### config.mk
export PLATFORM = sky130hd
export DESIGN_NAME = hdr_word_tracker
export DESIGN_NICKNAME = d
export VERILOG_FILES = /design/src/rtl/ipv4_hdr_pkg.sv /design/src/rtl/hdr_word_tracker.sv
export SDC_FILE = /design/constraint.sdc
export NUM_CORES = 1
export LEC_CHECK = 0
export CAP_MARGIN = 20
export CORE_AREA = 2 2 54 56
export DETAILED_ROUTE_END_ITERATION = 8
export DIE_AREA = 0 0 56 58
export GPL_ROUTABILITY_DRIVEN = 0
export PLACE_DENSITY = 0.5
export SLEW_MARGIN = 40
export SYNTH_ARGS = -nofsm -noshare
export SYNTH_HDL_FRONTEND = slang
export SYNTH_SLANG_ARGS = --single-unit
### constraint.sdc
create_clock -name clk -period 2.7 [get_ports clk]
set_input_delay 0.54 -clock clk [delete_from_list [all_inputs] [get_ports clk]]
set_output_delay 0.54 -clock clk [all_outputs]
set_load 0.1 [all_outputs]
### src/rtl/ipv4_hdr_pkg.sv
package ipv4_hdr_pkg;
  localparam int WORD_W = 32;
  localparam int HALF_W = 16;
  localparam int TTL_W  = 8;
  localparam int IDX_W  = 4;
  localparam int RSN_W  = 3;
  localparam logic [3:0] IPV4_VERSION = 4'd4;
  localparam logic [IDX_W-1:0] MIN_HDR_WORDS = 4'd5;
  localparam logic [IDX_W-1:0] TTL_WORD_IDX = 4'd2;
  localparam logic [HALF_W-1:0] TTL_CKS_STEP = 16'h0100;
  localparam logic [HALF_W-1:0] CKS_GOOD = 16'hFFFF;

  typedef enum logic [RSN_W-1:0] {
    RSN_NONE     = 3'd0,
    RSN_VERSION  = 3'd1,
    RSN_HDRLEN   = 3'd2,
    RSN_CHECKSUM = 3'd3,
    RSN_TTL      = 3'd4
  } drop_rsn_e;

  // ones-complement 16-bit addition with end-around carry
  function automatic logic [HALF_W-1:0] oc_add(input logic [HALF_W-1:0] a,
                                               input logic [HALF_W-1:0] b);
    logic [HALF_W:0] s;
    s = {1'b0, a} + {1'b0, b};
    return s[HALF_W-1:0] + {{(HALF_W-1){1'b0}}, s[HALF_W]};
  endfunction

  // fold both halves of a header word into a running sum
  function automatic logic [HALF_W-1:0] csum_word(input logic [HALF_W-1:0] acc,
                                                  input logic [WORD_W-1:0] w);
    return oc_add(oc_add(acc, w[WORD_W-1:HALF_W]), w[HALF_W-1:0]);
  endfunction
endpackage

### src/rtl/hdr_word_tracker.sv
module hdr_word_tracker
  import ipv4_hdr_pkg::*;
(
  input  logic             clk,
  input  logic             rst_n,
  input  logic             in_valid,
  input  logic             sop,
  input  logic [3:0]       ihl_field,
  output logic [IDX_W-1:0] cur_idx,
  output logic             cur_in_hdr,
  output logic             cur_last
);
  logic [IDX_W-1:0] cnt_q, len_q, eff_len, cur_len;
  logic             active_q;

  assign eff_len    = (ihl_field < MIN_HDR_WORDS) ? MIN_HDR_WORDS : ihl_field;
  assign cur_len    = sop ? eff_len : len_q;
  assign cur_idx    = sop ? '0 : cnt_q;
  assign cur_in_hdr = sop | active_q;
  assign cur_last   = cur_in_hdr && (cur_idx == cur_len - 4'd1);

  always_ff @(posedge clk or negedge rst_n) begin
    if (!rst_n) begin
      cnt_q    <= '0;
      len_q    <= MIN_HDR_WORDS;
      active_q <= 1'b0;
    end else if (in_valid && cur_in_hdr) begin
      cnt_q    <= cur_idx + 4'd1;
      len_q    <= cur_len;
      active_q <= !cur_last;
    end
  end
endmodule

=== After elaboration in Yosys (flattened, before gate mapping) ===
Cells that the tools add are included.

* Add/sub/neg operators: 2
* Magnitude comparators: 1
* Equal/unequal tests: 1
* Muxes and demuxes: 3
* Bitwise operators: 1
* Reductions and logical operators: 3

{| class="wikitable"
|+ Operator list
! cell !! count
|-
| two-way mux 4 bit || 3
|-
| adder 4 x 1 -> 4 bit, second input constant || 1
|-
| == test 4 bit || 1
|-
| < comparator 4 x 3 -> 1 bit, second input constant || 1
|-
| subtractor 4 x 1 -> 4 bit, second input constant || 1
|-
| logical AND 1 bit || 2
|-
| logical NOT 1 bit || 1
|-
| bitwise OR 1 bit || 1
|}

* Flip-flop bits (word level): 9
* Input port bits: 8
* Output and inout bits: 6

=== Logic depth before layout (Yosys ltp) ===
Gate-level depths: netlist of the first run.

* Word-level depth: 7
* Depth in mapped cells: 8

=== Worst setup path after synthesis of the first run ===
Ideal clock, no wire load.

* Kind: input to output
* From: input port sop
* To: output port cur_last
* Arrival: 3.924 ns
* Path slack: -1.764 ns
* Stages: 8
* Path buffers: 2
* Cells stage by stage: buf_6 > buf_2 > mux2i_1 > ha_1 > nor3b_2 > o21ai_1 > a221o_1 > nor3_1

* Cells in the longest elaborated chain, start to end: 4

{| class="wikitable"
|+ Ends and longest elaborated chain
! item !! line !! text
|-
| from (decl) || hdr_word_tracker.sv:7 || <nowiki>input logic sop,</nowiki>
|-
| two-way mux 4 bit || hdr_word_tracker.sv:17 || <nowiki>assign cur_len = sop ? eff_len : len_q;</nowiki>
|-
| subtractor 4 x 1 -> 4 bit || hdr_word_tracker.sv:20 || <nowiki>assign cur_last = cur_in_hdr && (cur_idx == cur_len - 4'd1);</nowiki>
|-
| == test 4 bit || hdr_word_tracker.sv:20 ||
|-
| logical AND 1 bit (*) || hdr_word_tracker.sv:20 ||
|-
| to (decl) || hdr_word_tracker.sv:11 || <nowiki>output logic cur_last</nowiki>
|}

Every way passes the cells marked *; elsewhere a longest branch is shown, timed or not.

=== Worst setup path in the final report of the first run ===
* From: input port ihl_field[3]
* To: output port cur_last

* Cells in the longest elaborated chain, start to end: 6

{| class="wikitable"
|+ Ends and longest elaborated chain
! item !! line !! text
|-
| from (decl) || hdr_word_tracker.sv:8 || <nowiki>input logic [3:0] ihl_field,</nowiki>
|-
| < comparator 4 x 3 -> 1 bit || hdr_word_tracker.sv:16 || <nowiki>assign eff_len = (ihl_field < MIN_HDR_WORDS) ? MIN_HDR_WORDS : ihl_field;</nowiki>
|-
| two-way mux 4 bit (*) || hdr_word_tracker.sv:16 ||
|-
| two-way mux 4 bit (*) || hdr_word_tracker.sv:17 ||
|-
| subtractor 4 x 1 -> 4 bit (*) || hdr_word_tracker.sv:20 ||
|-
| == test 4 bit (*) || hdr_word_tracker.sv:20 ||
|-
| logical AND 1 bit (*) || hdr_word_tracker.sv:20 ||
|}

Marks and branches as above.

==> flow_summary.json, run 1 <==
{
  "status": "complete, but fails checks",
  "violations": "setup timing",
  "cap_violations": 0,
  "cp-endpoint": "cur_last",
  "grt_usage_pct": 9.30,
  "fin_ws_ps": -147,
  "cts-root-buf": "clkbuf_4",
  "worstPathRequired_ps": 2160,
  "setup_tns_ps": -147,
  "period_minus_slack_ps": 2850,
  "overflow": 0,
  "die_y_microns": 58,
  "drive_gt1_share_pct": 42.3,
  "dp_hpwl_microns": 1200,
  "syn_nets": 80,
  "clockBufferDepth": 2,
  "synth_seq_cells": 9,
  "core-area_sq_mm": 0.00266,
  "syn2layout_area_growth_pct": 57.9,
  "die_area_sq_mm": 0.00325,
  "post-route-period-util_pct": 105,
  "cp-start-kind": "input pin",
  "grt_pass1_wl_microns": 2350,
  "finalClockSkew_ps": 2.53,
  "layout_common_cells": "buf_4, o21ai_0, nand2_1, dfrtp_1, buf_12",
  "relSlewSlack_pct": 69.9,
  "numClockSinks": 9,
  "netlist_instances": 70,
  "clk_pin_slew_ps": 60,
  "io_pins": 14,
  "hold_path.class": "reg2reg",
  "rsz0062_at_grt": "yes",
  "crit_start": "ihl_field[3]",
  "row_count": 19,
  "grt_pass1_vias": 565,
  "fmaxAchievable_mhz": 351,
  "postSynthAreaPerCell_sq_um": 9.17,
  "htreeDepth": 1,
  "routed_wl_microns": 1510,
  "drc": 0,
  "worst-setup-path-type": "in2out",
  "fin_nets": 108,
  "via_per_inst": 4.63,
  "n_antenna_cell": 0,
  "p_leak_nw": 0.426,
  "tritoncts": "done",
  "synth_cell_types": 29,
  "critPathArrivalTime_ps": 2310,
  "syn-cell-area_sq_um": 642,
  "cts_buffers": 3,
  "ir_worst_vdd_mv": 0.535,
  "die_w_microns": 56,
  "p_total_uw": 788,
  "finalSetupViolCount": 1,
  "r2r_slack_ps": 430,
  "dr.pass1.iters": 4,
  "reg2regPathDepth": 8,
  "hold_viol_final": 0,
  "antenna_found_initial": 0,
  "wl_per_cell_microns": 11.8,
  "path_max_fanout": 4,
  "critical_path.endpoint_type": "primary output",
  "tightestPinTransition_ps": 451,
  "r2r-end": "active_q$_DFFE_PN0P_",
  "clock_latency_ps": 260,
  "ys_seq_area_share_pct": 35.5,
  "drtIter0Drc": 7,
  "r2r_start": "len_q[0]$_DFFE_PN1P_",
  "yosysWarnings": 0,
  "grt_max_degree": 18,
  "port_buffers": 13,
  "final_common_cell": "buf_4",
  "vias": 592,
  "final_max_slew_viol_count": 0,
  "ant_nets": 0,
  "powerDensity_mw_per_mm2": 778,
  "start_util_pct": 24.1
}
-- worst min-delay path by stage --
stage / start / to / slack (ps) / cells past startpoint
finish: len_q[2]$_DFFE_PN1P_ / len_q[2]$_DFFE_PN1P_ / 500 / 2
global route: len_q[2]$_DFFE_PN1P_ / len_q[2]$_DFFE_PN1P_ / 520 / 2
CTS: len_q[2]$_DFFE_PN1P_ / len_q[2]$_DFFE_PN1P_ / 500 / 2
detailed placement: len_q[2]$_DFFE_PN1P_ / len_q[2]$_DFFE_PN1P_ / 490 / 2
global placement: len_q[2]$_DFFE_PN1P_ / len_q[2]$_DFFE_PN1P_ / 490 / 2
floorplan: rst_n / active_q$_DFFE_PN0P_ / 240 / 0
-- stage by stage --
stage	cells	hold slack (ps)	utilization (%)	setup slack (ps)	area, sq um
finish	128	501	38.1	-147	1010
global route	128	517	38.1	-222	1010
CTS	127	503	37.9	-247	1010
detailed placement	122	493	36.5	-642	971
global placement	122	489	36.5	-612	971
floorplan	70	244	-	-424	698
-- logic make-up (layout without fill, tap and decap cells) --
| family | after synthesis | after routing | synth area share (%) |
|---|---|---|---|
| AND/OR/NAND/NOR | 26 | 26 | 22.4 |
| buffers and inverters | 4 | 31 | 3.70 |
| XOR/XNOR | 5 | 5 | 6.82 |
| multiplexers | 5 | 5 | 8.77 |
| AO/OA/AOI/OAI | 19 | 19 | 18.9 |
| adder cells (fa/ha/maj) | 2 | 2 | 3.90 |
| flip-flops | 9 | 9 | 35.5 |
-- worst max-delay path: stages --
cell,delay [ps]
buf_8,100
or2b_1,220
o21a_1,210
ha_4,290
nor2b_4,130
o21ai_1,70
a221o_1,370
nor3_4,170
buf_12,200
-- cell type report --
type | count | area (sq um)
Clock buffer | 4 | 26.3
Fill cell | 283 | 1650
Inverter | 2 | 7.51
Multi-Input combinational cell | 57 | 442
Sequential cell | 9 | 228
Tap cell | 31 | 38.8
Timing Repair Buffer | 25 | 272
-- flip-flops by register name (all words and copies together) (netlist names) --
signal    count
active_q      1
cnt_q         4
len_q         4
-- power by group --
part | internal, mW | switching, mW
clock | 0.0570 | 0.0471
sequential | 0.177 | 0.0494
combinational | 0.209 | 0.249
total | 0.443 | 0.345
-- cells in the mapped netlist, drive strengths merged --
cell type | instances | share of area [%]
nor2 | 3 | 1.8
o21ai | 10 | 7.8
inv | 2 | 1.2
ha | 2 | 3.9
and4bb | 1 | 1.9
nor3 | 3 | 2.3
a221o | 1 | 1.6
dfrtp | 7 | 27
dfstp | 2 | 8.2
or2b | 1 | 1.2
o221ai | 1 | 2.3
mux2 | 2 | 3.5
nand3 | 1 | 0.78
nand2b | 1 | 0.98
buf | 2 | 2.5
nand2 | 8 | 4.7
and2 | 1 | 0.98
o41a | 1 | 1.8
mux2i | 3 | 5.3
o21a | 2 | 2.3
xor2 | 4 | 5.5
or2 | 1 | 0.98
xnor2 | 1 | 1.4
nor3b | 1 | 1.9
nor2b | 5 | 4.9
a21oi | 4 | 3.1
-- per-layer routing --
layer	up-vias	wire, microns	GRT usage, %
met5	-	0	0
met4	0	19	4.08
met3	4	39	1.56
met2	8	761	15.8
met1	276	693	11.7
li1	304	-	-
-- timing repair --
item,CTS,global route
pin swaps,7,7
endpoints found under the setup margin,2,1
buffers inserted,1,1
gates resized for setup,23,3
hold buffers,0,0
No activity file was read; power rests on OpenSTA's default activity.
==> run 2, diff against run 1 <==
--- a/config.mk
+++ b/config.mk
@@ -11,6 +11,7 @@
 export DIE_AREA = 0 0 56 58
 export GPL_ROUTABILITY_DRIVEN = 0
 export PLACE_DENSITY = 0.5
+export SETUP_SLACK_MARGIN = 0.1
 export SLEW_MARGIN = 40
 export SYNTH_ARGS = -nofsm -noshare
 export SYNTH_HDL_FRONTEND = slang
==> constraint.sdc (replaced) <==
create_clock -name clk -period 3.08 [get_ports clk]
set_input_delay 0.616 -clock clk [delete_from_list [all_inputs] [get_ports clk]]
set_output_delay 0.616 -clock clk [all_outputs]
set_load 0.02 [all_outputs]
==> run 2 against run 1 <==
The run now ends clean. First-iteration DRC count is 86% lower. Critical endpoint unchanged. Core utilization is 3.1 points lower. Wire length is 2.9% higher. Register-to-register slack better by 540 ps. Largest power group unchanged. Clock power is 8% lower. Critical path depth stayed put. Power is 31% lower. Sequential cell count stayed put. Setup slack better by 310 ps. Combinational power is 46% lower.
==> flow_summary.json, run 2 (synthesized netlist as in run 1, its figures left out) <==
{
  "dr.pass1.iters": 3,
  "post-route-period-util_pct": 94.6,
  "htreeDepth": 1,
  "final_max_slew_viol_count": 0,
  "layout_common_cells": "buf_4, o21ai_0, nand2_1, dfrtp_1, clkdlybuf4s50_1",
  "final_common_cell": "buf_4",
  "drtIter0Drc": 1,
  "vias": 577,
  "ctsHoldBuffers": 0,
  "grt_pass1_vias": 571,
  "r2r_slack_ps": 970,
  "worst-setup-path-type": "in2out",
  "critical_path.endpoint_type": "primary output",
  "io_pins": 14,
  "routed_wl_microns": 1560,
  "cts-root-buf": "clkbuf_4",
  "overflow": 0,
  "n_antenna_cell": 0,
  "hold_path.class": "reg2reg",
  "row_count": 19,
  "antenna_found_initial": 0,
  "numClockSinks": 9,
  "powerDensity_mw_per_mm2": 580,
  "start_util_pct": 24.1,
  "drive_gt1_share_pct": 34.4,
  "clk_pin_slew_ps": 70,
  "cpPeakStageDelay_ps": 330,
  "reg_top3": "cnt_q x4, len_q x4, active_q x1",
  "status": "completed",
  "whs_ps": 503,
  "finalClockSkew_ps": 7.02,
  "die_w_microns": 56,
  "clock_latency_ps": 270,
  "grt_pass1_wl_microns": 2550,
  "cap_violations": 0,
  "tritoncts": "done",
  "ant_nets": 0,
  "cp_cell_sequence": "buf_6 -> or2b_1 -> o21a_1 -> ha_4 -> nor3b_2 -> o21ai_1 -> a221o_1 -> nor3_2 -> buf_4",
  "clockBufferDepth": 2,
  "p_leak_nw": 0.387,
  "tightestPinTransition_ps": 439,
  "period_minus_slack_ps": 2910,
  "fmaxAchievable_mhz": 343,
  "fin_nets": 107,
  "path_max_fanout": 3,
  "fin_area_sq_um": 932,
  "wl_per_cell_microns": 12.3,
  "via_per_inst": 4.54,
  "grt_max_degree": 18,
  "die_area_sq_mm": 0.00325,
  "relSlewSlack_pct": 70.6,
  "grt_usage_pct": 10.3,
  "port_buffers": 13,
  "core-area_sq_mm": 0.00266,
  "slowest_stage": "a221o_1",
  "cts_buffers": 3,
  "critPathArrivalTime_ps": 2300,
  "worstPathRequired_ps": 2460,
  "die_y_microns": 58,
  "syn2layout_area_growth_pct": 45.2,
  "ir_worst_vdd_mv": 0.553,
  "cp-start-kind": "input pin",
  "hold_viol_final": 0,
  "drc": 0,
  "finalSetupViolCount": 0,
  "dp_hpwl_microns": 1150,
  "rsz0062_at_grt": "yes",
  "place_area_sq_um": 875
}
## run 2: metal layers
metal	share of wire (%)	global-route usage [%]
met2	46	17.0
met5	0	0
met1	49	12.6
met3	4.0	4.46
met4	1.0	2.04
## run 2: area by class of cell
| class | count | area, sq um |
|---|---|---|
| Tap cell | 31 | 38.8 |
| Clock buffer | 4 | 26.3 |
| Timing Repair Buffer | 24 | 201 |
| Multi-Input combinational cell | 57 | 430 |
| Fill cell | 281 | 1730 |
| Inverter | 2 | 7.51 |
| Sequential cell | 9 | 228 |
## run 2: report_power, final
group / internal [mW] / switching [mW] / total, mW
logic: 0.138 / 0.109 / 0.246
registers: 0.155 / 0.0444 / 0.199
clock network: 0.0500 / 0.0452 / 0.0952
total: 0.343 / 0.198 / 0.541
## run 2: stage by stage
step                setup TNS [ps]  std cells  util, %  power [mW]  setup WS (ps)
finish                           0        127     35.0       0.541            166
global route                     0        127     35.0       0.580           51.2
CTS                              0        127     34.3       0.530            104
detailed placement            -810        122     32.8       0.424           -810
global placement              -792        122     32.8       0.423           -792
floorplan                        0         70        -       0.334            198
## run 2: worst paths after layout
kind,start,end,cells past startpoint
max,ihl_field[3],cur_last,9
min,len_q[2]$_DFFE_PN1P_,len_q[2]$_DFFE_PN1P_,2
max reg2reg,len_q[0]$_DFFE_PN1P_,active_q$_DFFE_PN0P_,7
min reg2reg,len_q[2]$_DFFE_PN1P_,len_q[2]$_DFFE_PN1P_,2
max in group asynchronous,rst_n,len_q[0]$_DFFE_PN1P_,1
min in group asynchronous,rst_n,active_q$_DFFE_PN0P_,1
## run 2: timing repair
action / in CTS / in global routing
endpoints found under the hold margin: 0 / 0
gates resized for setup: 20 / 11
setup endpoints to repair: 1 / 1
pin swaps: 6 / 6
buffers inserted: 1 / 0
## run 2: critical path, delay by kind of cell
family,cells,cell delay [ps]
buffers and inverters,2,260
adder cells (fa/ha/maj),1,260
AND/OR/NAND/NOR,3,560
AO/OA/AOI/OAI,3,610
==> run 3, diff against run 2 <==
--- a/config.mk
+++ b/config.mk
@@ -5,13 +5,15 @@
 export SDC_FILE = /design/constraint.sdc
 export NUM_CORES = 1
 export LEC_CHECK = 0
+export ABC_CLOCK_PERIOD_IN_PS = 3080
 export CAP_MARGIN = 20
-export CORE_AREA = 2 2 54 56
+export CORE_AREA = 2 2 40 42
 export DETAILED_ROUTE_END_ITERATION = 8
-export DIE_AREA = 0 0 56 58
+export DIE_AREA = 0 0 42 44
 export GPL_ROUTABILITY_DRIVEN = 0
-export PLACE_DENSITY = 0.5
+export PLACE_DENSITY = 0.79
 export SETUP_SLACK_MARGIN = 0.1
+export SKIP_CTS_REPAIR_TIMING = 1
 export SLEW_MARGIN = 40
 export SYNTH_ARGS = -nofsm -noshare
 export SYNTH_HDL_FRONTEND = slang
==> run 3 against run 2 <==
Sequential cell count unchanged. Final cell count decreased by 13%. Register-to-register slack got worse by 20 ps. Die area decreased by 43%. Core utilization increased by 29 points. Clock skew decreased by 3.5 ps. Fmax decreased by 0.17%. Count of clock-buffer cells in the layout decreased by 1. Critical endpoint unchanged. Highest routed layer unchanged.
==> flow_summary.json, run 3 (synthesized netlist as in run 1, its figures left out) <==
{
  "clockBufferDepth": 2,
  "p_int_uw": 335,
  "pwr-share-comb_pct": 45.3,
  "clk_pin_slew_ps": 70,
  "power_switching_uw": 204,
  "final_cells": 110,
  "rsz0062_at_grt": "yes",
  "grt_pass1_vias": 591,
  "via_per_inst": 5.49,
  "critPathArrivalTime_ps": 2300,
  "r2r_slack_ps": 950,
  "ant_nets": 0,
  "reg2regPathDepth": 7,
  "cp_cell_sequence": "clkbuf_2 -> o21a_1 -> mux2i_2 -> ha_4 -> nor3b_2 -> o21ai_1 -> a221o_1 -> nor3_2 -> buf_4",
  "final_common_cell": "buf_4",
  "hold_depth": 2,
  "overflow": 0,
  "post-route-period-util_pct": 94.8,
  "drive_gt1_share_pct": 30.9,
  "antenna_found_initial": 0,
  "powerDensity_mw_per_mm2": 597,
  "die_w_microns": 42,
  "r2r_start": "len_q[0]$_DFFE_PN1P_",
  "core-area_sq_mm": 0.00142,
  "wl_per_cell_microns": 14.1,
  "status": "completed",
  "drc": 0,
  "tightestPinTransition_ps": 551,
  "cts_buffers": 3,
  "htreeDepth": 1,
  "fin_ws_ps": 161,
  "syn2layout_area_growth_pct": 40.7,
  "worst-setup-path-type": "in2out",
  "die_y_microns": 44,
  "final_max_slew_viol_count": 0,
  "layout_common_cells": "buf_4, o21ai_0, nand2_1, dfrtp_1, clkdlybuf4s50_1",
  "switching_share_pct": 37.8,
  "reg_top3": "cnt_q x4, len_q x4, active_q x1",
  "whs_ps": 523,
  "cts-root-buf": "clkbuf_4",
  "grt_usage_pct": 19.0,
  "finalClockSkew_ps": 3.51,
  "critical_path.endpoint_type": "primary output",
  "hold_end": "len_q[0]$_DFFE_PN1P_",
  "p_leak_nw": 0.396,
  "routed_wl_microns": 1550,
  "crit_family": "compound AO/OA/AOI/OAI gates",
  "cpPeakStageDelay_ps": 350,
  "cp-start-kind": "input pin",
  "hold_start": "len_q[0]$_DFFE_PN1P_",
  "row_count": 14,
  "p_seq_share_pct": 36.6,
  "cap_violations": 0,
  "grt_pass1_wl_microns": 2500,
  "numClockSinks": 9,
  "p_total_uw": 539,
  "grt_max_degree": 15,
  "ir_worst_vdd_mv": 0.323,
  "fin_area_sq_um": 903,
  "drtIter0Drc": 11,
  "start_util_pct": 45.2,
  "dr.pass1.iters": 4,
  "n_antenna_cell": 0,
  "r2r-end": "active_q$_DFFE_PN0P_",
  "place_area_sq_um": 833,
  "slowest_stage": "a221o_1",
  "placed_cells": 104,
  "hold_viol_final": 0,
  "vias": 604,
  "pwr-share-clk_pct": 18.1,
  "die_area_sq_mm": 0.00185,
  "period_minus_slack_ps": 2920,
  "clock_latency_ps": 270,
  "port_buffers": 13,
  "worstPathRequired_ps": 2460,
  "tritoncts": "done",
  "relSlewSlack_pct": 63.0,
  "crit_buf_inv": 2,
  "dp_hpwl_microns": 1130,
  "path_max_fanout": 4,
  "finalSetupViolCount": 0,
  "hold_path.class": "reg2reg",
  "fmaxAchievable_mhz": 343,
  "place_worst_setup_slack_ps": -854,
  "fin_nets": 105,
  "io_pins": 14
}
[run 3: cell count changes in the layout (fill, tap and decap cells not counted)]
cell,change
buf_4,-2
clkbuf_2,-2
dlymetal6s2s_1,+2
and2_1,+1
and2_4,-1
clkbuf_1,-1
clkinv_2,+1
mux2i_2,+1
mux2i_4,-1
[run 3: layer usage]
layer  GRT usage, %  share of wire (%)  wire [microns]  up-vias
met5              0                  0               0        -
met4           11.6               0.97              15        0
met3           5.00                3.5              54        2
met2           30.0                 51             785       13
met1           23.3                 45             693      291
li1               -                  -               -      298
[run 3: worst min-delay path, delay by kind of cell (launching register included)]
family	cells	cell delay, ps
AO/OA/AOI/OAI	1	70
flip-flops	1	390
AND/OR/NAND/NOR	1	50
[run 3: power by group through the flow]
stage | registers [mW] | clock network, mW | logic (mW)
6_report | 0.198 | 0.0974 | 0.244
5_1_grt | 0.205 | 0.102 | 0.273
4_1_cts | 0.193 | 0.0976 | 0.222
3_5_place_dp | 0.196 | 0 | 0.221
3_3_place_gp | 0.193 | 0 | 0.213
2_1_floorplan | 0.184 | 0 | 0.150
[run 3: cell type report]
cell class              count  area, sq um
fillers                   114          515
multi-input cells          57          419
flip-flops and latches      9          228
repair buffers             22          201
clock buffers               3         22.5
well taps                  16         20.0
inverters                   2         7.51
clock inverters             1         5.00
[run 3: how the worst max path moves through the flow]
stage	slack, ps	cells after the start	endpoint	startpoint
2_1_floorplan	200	8	cur_last	sop
5_1_grt	10	9	cur_last	ihl_field[2]
3_5_place_dp	-850	9	cur_last	sop
4_1_cts	-870	9	cur_last	sop
6_report	160	9	cur_last	ihl_field[2]
3_3_place_gp	-810	9	cur_last	sop
[run 3: metrics by stage]
stage	utilization (%)	TNS, ps
after floorplan	-	0
after global placement	58.7	-807
after detailed placement	58.7	-854
after CTS	60.7	-868
after global routing	63.7	0
final	63.7	0
